==> src/rtl/intv_timer_pkg.sv <==
package intv_timer_pkg;

    localparam int DATA_W = 16;
    localparam int DIV_W  = 4;

    // Control word bit positions (software-visible layout)
    localparam int BIT_EN   = 0;
    localparam int BIT_RLD  = 1;
    localparam int BIT_FLAG = 2;
    localparam int BIT_IE   = 3;
    localparam int BIT_OVW  = 4;
    localparam int BIT_DBG  = 5;
    localparam int BIT_DOZE = 6;
    localparam int DIV_LSB  = 8;

    typedef struct packed {
        logic [DIV_W-1:0] div;
        logic             doze;
        logic             dbg;
        logic             ovw;
        logic             ie;
        logic             rld;
        logic             en;
    } ctrl_t;

    typedef enum logic [1:0] {
        SEL_CTRL = 2'd0,
        SEL_MOD  = 2'd1,
        SEL_CNT  = 2'd2,
        SEL_NONE = 2'd3
    } sel_e;

    function automatic ctrl_t ctrl_from_word(input logic [DATA_W-1:0] w);
        ctrl_t c;
        c.en   = w[BIT_EN];
        c.rld  = w[BIT_RLD];
        c.ie   = w[BIT_IE];
        c.ovw  = w[BIT_OVW];
        c.dbg  = w[BIT_DBG];
        c.doze = w[BIT_DOZE];
        c.div  = w[DIV_LSB +: DIV_W];
        return c;
    endfunction

    function automatic logic [DATA_W-1:0] ctrl_to_word(input ctrl_t c, input logic flag);
        logic [DATA_W-1:0] w;
        w = '0;
        w[BIT_EN]   = c.en;
        w[BIT_RLD]  = c.rld;
        w[BIT_FLAG] = flag;
        w[BIT_IE]   = c.ie;
        w[BIT_OVW]  = c.ovw;
        w[BIT_DBG]  = c.dbg;
        w[BIT_DOZE] = c.doze;
        w[DIV_LSB +: DIV_W] = c.div;
        return w;
    endfunction

    function automatic ctrl_t drop_ie(input ctrl_t c);
        ctrl_t r;
        r    = c;
        r.ie = 1'b0;
        return r;
    endfunction

endpackage

==> src/rtl/intv_timer_regs.sv <==
module intv_timer_regs
    import intv_timer_pkg::*;
#(
    parameter int CNT_W  = 16,
    parameter int ADDR_W = 4
) (
    input  logic              clk,
    input  logic              rst,
    input  logic              bus_valid,
    input  logic              bus_write,
    input  logic [ADDR_W-1:0] bus_addr,
    input  logic [DATA_W-1:0] bus_wdata,
    input  logic              flag_set,
    input  logic [CNT_W-1:0]  count,
    output ctrl_t             ctrl,
    output logic              flag,
    output logic [CNT_W-1:0]  modulus,
    output logic              load,
    output logic [CNT_W-1:0]  load_val,
    output logic [DATA_W-1:0] bus_rdata
);

    localparam logic [CNT_W-1:0] ALL_ONES = '1;

    sel_e  sel;
    ctrl_t wr_c;
    logic  wr_ctrl, wr_mod, ie_only, reprog, ovr_load;
    logic  [DATA_W-1:0] mod_ext, cnt_ext;
    logic  wd_unused;

    always_comb begin
        case (bus_addr)
            ADDR_W'(0): sel = SEL_CTRL;
            ADDR_W'(2): sel = SEL_MOD;
            ADDR_W'(4): sel = SEL_CNT;
            default:    sel = SEL_NONE;
        endcase
    end

    assign wr_ctrl  = bus_valid && bus_write && (sel == SEL_CTRL);
    assign wr_mod   = bus_valid && bus_write && (sel == SEL_MOD);
    assign wr_c     = ctrl_from_word(bus_wdata);
    assign ie_only  = (drop_ie(wr_c) == drop_ie(ctrl));
    assign reprog   = wr_ctrl && !ie_only;
    assign ovr_load = wr_mod && ctrl.ovw;
    assign load     = reprog || ovr_load;
    assign load_val = reprog ? (wr_c.rld ? modulus : ALL_ONES) : bus_wdata[CNT_W-1:0];

    // Reserved write-data bits are deliberately dropped
    assign wd_unused = ^{bus_wdata[7], bus_wdata[DATA_W-1:DIV_LSB+DIV_W]};

    always_ff @(posedge clk) begin
        if (rst) begin
            ctrl    <= '0;
            modulus <= ALL_ONES;
            flag    <= 1'b0;
        end else begin
            if (wr_ctrl)
                ctrl <= wr_c;
            if (wr_mod)
                modulus <= bus_wdata[CNT_W-1:0];
            if (flag_set)
                flag <= 1'b1;
            else if (wr_mod || (wr_ctrl && bus_wdata[BIT_FLAG]))
                flag <= 1'b0;
        end
    end

    always_comb begin
        mod_ext = '0;
        mod_ext[CNT_W-1:0] = modulus;
        cnt_ext = '0;
        cnt_ext[CNT_W-1:0] = count;
    end

    always_comb begin
        bus_rdata = '0;
        if (bus_valid && !bus_write) begin
            case (sel)
                SEL_CTRL: bus_rdata = ctrl_to_word(ctrl, flag);
                SEL_MOD:  bus_rdata = mod_ext;
                SEL_CNT:  bus_rdata = cnt_ext;
                default:  bus_rdata = '0;
            endcase
        end
    end

endmodule

==> src/rtl/intv_timer_prescale.sv <==
module intv_timer_prescale #(
    parameter int DIV_W = 4
) (
    input  logic             clk,
    input  logic             rst,
    input  logic             run,
    input  logic             restart,
    input  logic [DIV_W-1:0] div,
    output logic             tick
);

    localparam int PSC_W = (1 << DIV_W) - 1;

    logic [PSC_W-1:0] psc_q;
    logic [PSC_W-1:0] mask;

    assign mask = ~({PSC_W{1'b1}} << div);
    assign tick = run && ((psc_q & mask) == mask);

    always_ff @(posedge clk) begin
        if (rst || restart || !run)
            psc_q <= '0;
        else
            psc_q <= psc_q + 1'b1;
    end

endmodule

==> src/rtl/intv_timer_counter.sv <==
module intv_timer_counter #(
    parameter int CNT_W = 16
) (
    input  logic             clk,
    input  logic             rst,
    input  logic             tick,
    input  logic             load,
    input  logic [CNT_W-1:0] load_val,
    input  logic [CNT_W-1:0] reload_val,
    output logic [CNT_W-1:0] count,
    output logic             expire
);

    logic at_zero;

    assign at_zero = (count == '0);
    assign expire  = tick && !load && at_zero;

    always_ff @(posedge clk) begin
        if (rst)
            count <= '1;
        else if (load)
            count <= load_val;
        else if (tick)
            count <= at_zero ? reload_val : count - 1'b1;
    end

endmodule

==> src/rtl/intv_timer.sv <==
module intv_timer
    import intv_timer_pkg::*;
#(
    parameter int CNT_W  = 16,
    parameter int ADDR_W = 4
) (
    input  logic              clk,
    input  logic              rst,
    input  logic              bus_valid,
    input  logic              bus_write,
    input  logic [ADDR_W-1:0] bus_addr,
    input  logic [15:0]       bus_wdata,
    output logic [15:0]       bus_rdata,
    output logic              irq
);

    localparam logic [CNT_W-1:0] FREE_TOP = '1;

    ctrl_t            ctrl_q;
    logic             flag_q, psc_tick, cnt_load, cnt_expire;
    logic [CNT_W-1:0] modulus_q, load_val, count_q, reload_val;

    assign reload_val = ctrl_q.rld ? modulus_q : FREE_TOP;
    assign irq        = ctrl_q.ie && flag_q;

    intv_timer_regs #(.CNT_W(CNT_W), .ADDR_W(ADDR_W)) regs_i (
        .clk       (clk),
        .rst       (rst),
        .bus_valid (bus_valid),
        .bus_write (bus_write),
        .bus_addr  (bus_addr),
        .bus_wdata (bus_wdata),
        .flag_set  (cnt_expire),
        .count     (count_q),
        .ctrl      (ctrl_q),
        .flag      (flag_q),
        .modulus   (modulus_q),
        .load      (cnt_load),
        .load_val  (load_val),
        .bus_rdata (bus_rdata)
    );

    intv_timer_prescale #(.DIV_W(DIV_W)) psc_i (
        .clk     (clk),
        .rst     (rst),
        .run     (ctrl_q.en),
        .restart (cnt_load),
        .div     (ctrl_q.div),
        .tick    (psc_tick)
    );

    intv_timer_counter #(.CNT_W(CNT_W)) cnt_i (
        .clk        (clk),
        .rst        (rst),
        .tick       (psc_tick),
        .load       (cnt_load),
        .load_val   (load_val),
        .reload_val (reload_val),
        .count      (count_q),
        .expire     (cnt_expire)
    );

endmodule

==> config.mk <==
export PLATFORM = sky130hd
export DESIGN_NAME = intv_timer
export DESIGN_NICKNAME = d
export VERILOG_FILES = /design/src/rtl/intv_timer_pkg.sv /design/src/rtl/intv_timer_regs.sv /design/src/rtl/intv_timer_prescale.sv /design/src/rtl/intv_timer_counter.sv /design/src/rtl/intv_timer.sv
export SDC_FILE = /design/constraint.sdc
export NUM_CORES = 1
export LEC_CHECK = 0
export ABC_AREA = 1
export BUFFER_PORTS_ARGS = -buffer_cell sky130_fd_sc_hd__buf_4
export CAP_MARGIN = 10
export CORE_ASPECT_RATIO = 1.25
export CORE_MARGIN = 5
export CORE_UTILIZATION = 34
export CTS_CLUSTER_DIAMETER = 60
export DETAILED_ROUTE_END_ITERATION = 10
export SKIP_CTS_REPAIR_TIMING = 1
export SLEW_MARGIN = 40
export SYNTH_ARGS = -nofsm -noshare
export SYNTH_HDL_FRONTEND = slang
export SYNTH_SLANG_ARGS = --single-unit
==> constraint.sdc <==
create_clock -name clk -period 2.7 [get_ports clk]
set_input_delay 0 -clock clk [delete_from_list [all_inputs] [get_ports clk]]
set_output_delay 0 -clock clk [all_outputs]
set_load 0.01 [all_outputs]
# --- Word-level counts from Yosys, hierarchy flattened ---
# Cells that the tools add are included.
totals:
  out_inout_bits: 17
  regBits: 58
op_classes:
  muxes: 11
  n_addsub: 2
  n_reduce_logical: 24
  bitwise_logic: 2
  eq_ne: 6
  shift: 1
op_table:
  columns: ["cell", "count"]
  rows:
  - ["16-bit 2-to-1 mux", 7]
  - ["16-bit case mux with 3 select lines", 1]
  - ["16-bit zero test", 1]
  - ["16-bit by 1-bit subtractor with 16-bit output (second input constant)", 1]
  - ["15-bit by 1-bit adder with 15-bit output (second input constant)", 1]
  - ["15-bit bitwise AND", 1]
  - ["15-bit == test", 1]
  - ["15-bit NOT", 1]
  - ["15-bit by 4-bit << shifter with 15-bit output (first input constant)", 1]
  - ["1-bit logical AND", 11]
  - ["9-bit == test", 1]
  - ["2-bit case mux with 3 select lines", 1]
  - ["4-bit by 2-bit == test with 1-bit output (second input constant)", 1]
  - ["4-bit by 3-bit == test with 1-bit output (second input constant)", 1]
  - ["1-bit zero test", 4]
  - ["4-bit zero test", 1]
  - ["1-bit logical OR", 4]
  - ["2-bit nonzero test", 2]
  - ["2-bit by 1-bit == test with 1-bit output (second input constant)", 1]
  - ["2-bit == test (second input constant)", 1]
  - ["2-bit zero test", 1]
  - ["1-bit 2-to-1 mux", 2]

# --- Depth between registers and ports, before layout ---
# Gate-level depths: netlist of the first run.
logic_depth:
  ltp_word: 10
  mapped_depth: 14
  mapped_depth_nobuf: 13

# --- Cells and area by module ---
# A second synthesis of the first run with hierarchy kept.
unflattened:
  cells_unflattened: 704
  hier_area_um2: 4266.6
by_module_without_submodules:
  columns: ["module", "area_each_um2", "cells_each", "seq_area_each_um2", "n_inst"]
  rows:
  - ["intv_timer_regs", 1805.5, 296, 540.5, 1]
  - ["intv_timer_counter", 1363.8, 222, 320.3, 1]
  - ["intv_timer_prescale", 930.9, 150, 300.3, 1]
  - ["intv_timer", 166.4, 36, 0.0, 1]

# --- Worst setup path before layout of the first run ---
# No wires, ideal clock.
synth_path:
  path_kind: "reg2reg"
  start: "register psc_i.psc_q[0]"
  end: "register psc_i.psc_q[14]"
  t_arrival_ps: 1439
  path_slack_ps: 1147
  stages_incl_launch_ff: 10
  n_path_buf: 0
  setup_ps: 114
  period_less_slack_ps: 1553
  cell_sequence: "dfxtp_1 > ha_1 > nand3_1 > nor2_1 > nand2_1 > nor2_1 > nand2_1 > nor3_1 > xor2_1 > nor2_1"
synth_via:
  elab_chain_cells: 1
synth_rtl:
  columns: ["element", "line", "rtl"]
  rows:
  - ["from (decl)", "intv_timer_prescale.sv:14", "logic [PSC_W-1:0] psc_q;"]
  - ["from (signal assigned)", "intv_timer_prescale.sv:24", "psc_q <= psc_q + 1'b1;"]
  - ["15-bit by 1-bit adder with 15-bit output", "intv_timer_prescale.sv:24", null]
# Every way passes these cells.
# A chain may end at the register's enable or synchronous reset.

# --- Worst setup path in the final report of the first run ---
layout_path:
  start: "register regs_i.ctrl[8] (netlist name)"
  end: "register psc_i.psc_q[7]"
layout_via:
  elab_chain_cells: 6
layout_rtl:
  columns: ["element", "line", "rtl"]
  rows:
  - ["from (decl)", "intv_timer_regs.sv:15", "output ctrl_t ctrl,"]
  - ["from (signal assigned)", "intv_timer_regs.sv:59", "ctrl <= wr_c;"]
  - ["9-bit == test", "intv_timer_regs.sv:43", "assign ie_only = (drop_ie(wr_c) == drop_ie(ctrl));"]
  - ["1-bit zero test", "intv_timer_regs.sv:44", "assign reprog = wr_ctrl && !ie_only;"]
  - ["1-bit logical AND", "intv_timer_regs.sv:44", null]
  - ["1-bit logical OR", "intv_timer_regs.sv:46", "assign load = reprog || ovr_load;"]
  - ["1-bit logical OR (2 in a row)", "intv_timer_prescale.sv:21", "if (rst || restart || !run)"]
# Every way passes these cells.

==> metrics.md, run 1 <==
| Metric | Value |
|---|---|
| Outcome | `finished, violations left` |
| Failing checks | `hold timing` |
| Clock sinks | `a little under 60` |
| Ant diodes | `0` |
| Die H | `135 µm` |
| Post-synth top area share | `27.2%` |
| Dpl ws | `0.559 ns` |
| CP delay by family, top | `simple AND/OR/NAND/NOR gates` |
| GR Overflow Total | `0` |
| Crit path kind | `reg2reg` |
| CP Max Fanout | `27` |
| Die Area | `~15000 µm²` |
| Largest net degree at the start of global routing | `31` |
| Drt initial violations | `364` |
| Netlist Area Pre-Place | `4270 µm²` |
| Worst vdd ir | `0.170 mV` |
| Die span in x | `roughly 110 µm` |
| Setup violators final | `0` |
| NumNets Final | `roughly 790` |
| Max-slew violation count | `0` |
| Pwr/cell area | `420 nW/µm²` |
| Slew headroom | `59.4%` |
| Drt wl/cell | `between 10 and 15 µm` |
| Unique cell type count in the Yosys netlist | `34` |
| CTS tree | `done` |
| Worst Hold Path EP | `regs_i.flag` |
| Minimum clock period | `2.13 ns` |
| Clock Pin Slew Worst Setup and Hold Paths | `0.05 ns` |
| # IOs | `41` |
| Most frequent cell after synthesis | `nand2_1` |
| Gpl congestion | `0.918` |
| H-tree levels | `3` |
| CTS root buffer | `clkbuf_16` |
| Core ar. | `12200 µm²` |
| Initial antenna violation count | `0` |
| Main area contributors after synthesis | `dfxtp_1, nand2_1, inv_1` |
| Worst path slowest cell | `dfxtp_1` |
| DRC violations left | `0` |
| Final core occ | `41.6%` |
| FF-to-FF End | `psc_i.psc_q[7]` |
| First-pass GRT wire length | `22500 µm` |
| Fin crit share | `79.0%` |
| Post-synth top area cell | `dfxtp_1` |
| Pleak | `about 2.4 nW` |
| Max Fclk | `approximately 0.47 GHz` |
| Vias | `4630` |
| Total track usage | `just under 20%` |
| Cell Chain, Critical Path | `xnor2_1, nand2_1, nor2_2, nand3_4, nand2_4, nand2_4, inv_4, nand3_4, a21oi_1` |
| Startpoint types | `flop` |
| Layout cells sized above 1 | `12.5%` |
| Sequential element share of the synthesized area | `27.2%` |
| Levels on crit path | `9` |
| CP Capture Type | `flop` |
| Input/output buffers | `40` |
| Crit-path max cell delay | `0.47 ns` |
| DP Wirelength | `10300 µm` |
| CP required | `2.96 ns` |
| Vias/cell | `4.96` |
| Number of global-route vias before repair | `~4400` |
| Endpoints failing hold | `1` |
| WHS | `-0.0133 ns` |
| Layout fillers | `1346` |
| Async SR Flop Fraction | `0%` |
| Pre-Repair DR Iteration Count | `6` |
| Worst reg-to-reg setup slack | `0.57 ns` |
| Clock Latency Late Sink | `around 0.34 ns` |
| Cells on worst reg2reg path | `9` |
| Synth Area per Inst | `slightly below 6 µm²` |
| Ys flop type | `dfxtp_1` |
| Final Skew | `0.00871 ns` |
| Syn Inst Count | `721` |
| Worst-Margin Slew | `between 0.6 and 0.7 ns` |
| HP Class | `in2reg` |
| Initial Util | `between 30% and 40%` |
| RSZ-0062 raised after global routing | `no` |
| Reg-to-Reg Start | `regs_i.ctrl[8]` |
| Remaining antenna violation count after routing | `0` |
| Final WS setup | `0.568 ns` |
| Max-cap violation count | `0` |
| Yosys reg bits | `a little under 60` |
| CP bufs+invs | `1` |
| EDFF count, synth | `0` |
| WHS Path Cells | `2` |
| Post-Synthesis Net Count | `748` |
| Most frequent cells after synthesis | `nand2_1, inv_1, dfxtp_1` |
| Synth-to-Final Area Change | `19.0%` |
| Longest Clk Path Bufs | `2` |
| Routed Wire Length | `13900 µm` |
| Setup TNS | `0 ns` |
| CP Data Arrival Time | `2.39 ns` |
| Hold wc startpoint | `rst` |
| Cts bufs inserted | `9` |
| Row count | `between 40 and 50` |
| Yosys warns | `0` |
-- through the flow --
step                      power (mW)  cell area, µm²  std cells
after floorplan                 1.01            4270        721
after global placement          1.09            4680        903
after detailed placement        1.09            4680        903
after CTS                       2.13            4940        919
after global routing            2.21            5080        933
final                           2.14            5080        933
-- kinds of logic (layout without fill, tap and decap cells) --
group	count (synthesis)	count (layout)	share of synthesized area (%)
compound gates	97	97	12.5
xor+xnor	19	19	3.90
fa+ha+maj	3	3	0.879
buf+inv	138	186	13.4
flops	58	58	27.2
simple gates	406	406	42.1
-- how the worst max path moves through the flow --
stage | startpoint | slack, ns | end
after floorplan | psc_i.psc_q[0] | 1.15 | psc_i.psc_q[14]
after global placement | regs_i.ctrl[8] | 0.62 | psc_i.psc_q[7]
after detailed placement | regs_i.ctrl[8] | 0.56 | psc_i.psc_q[7]
after CTS | regs_i.ctrl[8] | 0.55 | psc_i.psc_q[7]
after global routing | cnt_i.count[0] | 0.35 | cnt_i.count[7]
final | regs_i.ctrl[8] | 0.57 | psc_i.psc_q[7]
-- flip-flops by register name, indices dropped and copies added (netlist names) --
register	cells
regs_i.flag	1
psc_i.psc_q	15
regs_i.modulus	16
regs_i.ctrl	10
cnt_i.count	16
-- layout make-up --
type	instances	area (µm²)	share of cell area, %
Clock buffer	13	250	4.92
Clock inverter	3	15.0	0.295
Inverter	107	404	7.95
Multi-Input combinational cell	525	2540	49.9
Timing Repair Buffer	63	508	10.0
Tap cell	164	205	4.04
Sequential cell	58	1160	22.9
-- metal layers --
| metal | GRT usage (%) | vias up | share of wire, % |
|---|---|---|---|
| met5 | 0 | - | 0 |
| met4 | 8.56 | 0 | 3.7 |
| met3 | 3.58 | 35 | 5.3 |
| met2 | 32.8 | 163 | 49 |
| met1 | 24.0 | 2065 | 42 |
| li1 | - | 2367 | - |
-- cell usage in the layout (no fill, tap or decap), types with 7 or more instances in the layout --
| cell type | synthesis | routed |
|---|---|---|
| a21oi_1 | 34 | 34 |
| buf_4 | 2 | 49 |
| clkbuf_16 | 0 | 9 |
| clkinv_1 | 16 | 16 |
| dfxtp_1 | 58 | 58 |
| dlygate4sd3_1 | 0 | 14 |
| inv_1 | 84 | 84 |
| nand2_1 | 238 | 238 |
| nand3_1 | 55 | 55 |
| nand4_1 | 21 | 21 |
| nor2_1 | 56 | 56 |
| nor2_2 | 15 | 15 |
| o21ai_0 | 43 | 43 |
| o221ai_1 | 11 | 11 |
| xnor2_1 | 7 | 7 |
| xor2_1 | 12 | 12 |
-- report_power, final --
part	switching [mW]	leakage (nW)	total (mW)	internal (mW)
Sequential	0.0153	0.469	0.884	0.869
Clock	0.403	0.133	1.04	0.641
Combinational	0.121	1.79	0.208	0.0867
(Power assumes the default switching activity.)
==> run 2: changes to the inputs <==
==> constraint.sdc (replaced) <==
create_clock -name clk -period 1.92 [get_ports clk]
set_input_delay 0 -clock clk [delete_from_list [all_inputs] [get_ports clk]]
set_output_delay 0 -clock clk [all_outputs]
set_load 0.01 [all_outputs]
==> run 2 against run 1 <==
Effect of this change:
- clock power increased by 79%
- the run now ends clean
- total power increased by 60%
- flip-flop and latch count unchanged
- sequential power increased by 40%
- wire length increased by 2.0%
- global-route usage increased by 0.36 points
==> metrics.md, run 2 (synthesis results as in run 1) <==
| Metric | Value |
|---|---|
| Outcome | `completed` |
| Cells on worst reg2reg path | `11` |
| Layout fillers | `roughly 1300` |
| Slew headroom | `65.4%` |
| Vias/cell | `roughly 5` |
| Worst Hold Path EP | `regs_i.modulus[0]` |
| CTS root buffer | `clkbuf_16` |
| Placed Area | `4850 µm²` |
| Core ar. | `12200 µm²` |
| Max-cap violation count | `0` |
| Gpl congestion | `0.910` |
| Pre-Repair DR Iteration Count | `5` |
| GR Overflow Total | `0` |
| CP Max Fanout | `10` |
| Design Area, Final | `5350 µm²` |
| Layout cells sized above 1 | `15.8%` |
| Worst vdd ir | `just over 0.3 mV` |
| Largest net degree at the start of global routing | `26` |
| Clock Latency Late Sink | `around 0.34 ns` |
| CP Capture Type | `flop` |
| CTS tree | `done` |
| DP Wirelength | `between 10000 and 15000 µm` |
| HP Class | `in2reg` |
| # IOs | `41` |
| Clock sinks | `58` |
| Vias | `roughly 4700` |
| Max Fclk | `0.569 GHz` |
| Longest Clk Path Bufs | `2` |
| Fin cells | `955` |
| FF-to-FF End | `cnt_i.count[7]` |
| Worst reg-to-reg setup slack | `0.16 ns` |
| Most frequent cells in the layout | `nand2_1, inv_1, buf_4, dfxtp_1, nand3_1` |
| Ant diodes | `0` |
| Dpl cells | `924` |
| Pwr/cell area | `637 nW/µm²` |
| Dpl ws | `0.161 ns` |
| Initial antenna violation count | `0` |
| Setup violators final | `0` |
| Routed Wire Length | `between 10000 and 15000 µm` |
| Reg-to-Reg Start | `cnt_i.count[0]` |
| Die Area | `14900 µm²` |
| Setup TNS | `0 ns` |
| DRC violations left | `0` |
| WHS | `0.0209 ns` |
| Total track usage | `around 20%` |
| RSZ-0062 raised after global routing | `no` |
| Startpoint types | `flop` |
| Final core occ | `43.8%` |
| CP Data Arrival Time | `1.98 ns` |
| Remaining antenna violation count after routing | `0` |
| Endpoints failing hold | `0` |
| Initial Util | `35.0%` |
| Hold wc startpoint | `bus_wdata[0]` |
| First-pass GRT wire length | `22800 µm` |
| H-tree levels | `3` |
| Final Skew | `0.0113 ns` |
| Drt initial violations | `330` |
| Sequential Area | `1160 µm²` |
| Clock Pin Slew Worst Setup and Hold Paths | `around 0.06 ns` |
| Die H | `135 µm` |
| Fin crit share | `91.5%` |
| Registers with the most flip-flops | `cnt_i.count (16), regs_i.modulus (16), psc_i.psc_q (15)` |
| Area of the multi-input gates | `2550 µm²` |
| Synth-to-Final Area Change | `25.2%` |
| WHS Path Cells | `3` |
| Die span in x | `between 100 and 150 µm` |
| Drt wl/cell | `approximately 15 µm` |
| Max-slew violation count | `0` |
| Input/output buffers | `40` |
| Pleak | `about 2.5 nW` |
| Row count | `45` |
| CP required | `2.15 ns` |
| Final WS setup | `approximately 0.16 ns` |
| Final Power | `3.41 mW` |
| Minimum clock period | `1.76 ns` |
| Worst-Margin Slew | `approximately 0.52 ns` |
| Cts bufs inserted | `9` |
| Number of global-route vias before repair | `4462` |
| Crit path kind | `reg2reg` |
| Most common cell after layout, fill and taps aside | `nand2_1` |
| NumNets Final | `813` |
-- run 2: changes by cell type in the layout (fill, tap and decap cells not counted), sizes merged --
cell         previous run  this run
bufinv                  0         2
dlygate4sd3            14        15
clkbuf                 13        12
clkinvlp                0         1
clkinv                 19        17
buf                    49        70
-- run 2: worst max path at each step --
stage | start | endpoint | slack, ns | depth (start not counted)
finish | cnt_i.count[0] | cnt_i.count[7] | 0.16 | 11
global route | regs_i.ctrl[8] | cnt_i.count[0] | 0.0006 | 11
CTS | psc_i.psc_q[0] | psc_i.psc_q[14] | 0.13 | 9
detailed placement | psc_i.psc_q[0] | psc_i.psc_q[14] | 0.16 | 9
global placement | psc_i.psc_q[0] | psc_i.psc_q[14] | 0.13 | 9
floorplan | psc_i.psc_q[0] | psc_i.psc_q[14] | 0.37 | 9
-- run 2: area by class of cell --
| cell class | instances | share of cell area (%) |
|---|---|---|
| clock buffer | 12 | 4.98 |
| timing repair buffer | 85 | 12.9 |
| multi-input combinational | 525 | 47.6 |
| inverter | 107 | 7.60 |
| tap | 164 | 3.84 |
| clock inverter | 4 | 1.36 |
| sequential | 58 | 21.7 |
-- run 2: per-layer routing --
metal | vias to the layer above | global-route usage, % | wire length [µm]
li1 | 2418 | - | -
met1 | 2112 | 23.8 | 5900
met2 | 147 | 34.4 | 7140
met3 | 35 | 4.67 | 790
met4 | 0 | 6.91 | 346
met5 | - | 0 | 0
-- run 2: report_power, final --
part | internal (mW) | switching, mW
clock network | 1.24 | 0.621
logic | 0.133 | 0.180
registers | 1.22 | 0.0158
total | 2.59 | 0.816
-- run 2: critical path: stages (launching register included) --
cell and delay (ns):
dfxtp_1 0.35, inv_1 0.09, ha_1 0.22, nand3_1 0.08, nor2_1 0.05, nand2_2 0.18
buf_4 0.21, nand2_1 0.06, o21ai_0 0.16, o21ai_0 0.10, nand2_1 0.07, nand2_1 0.06
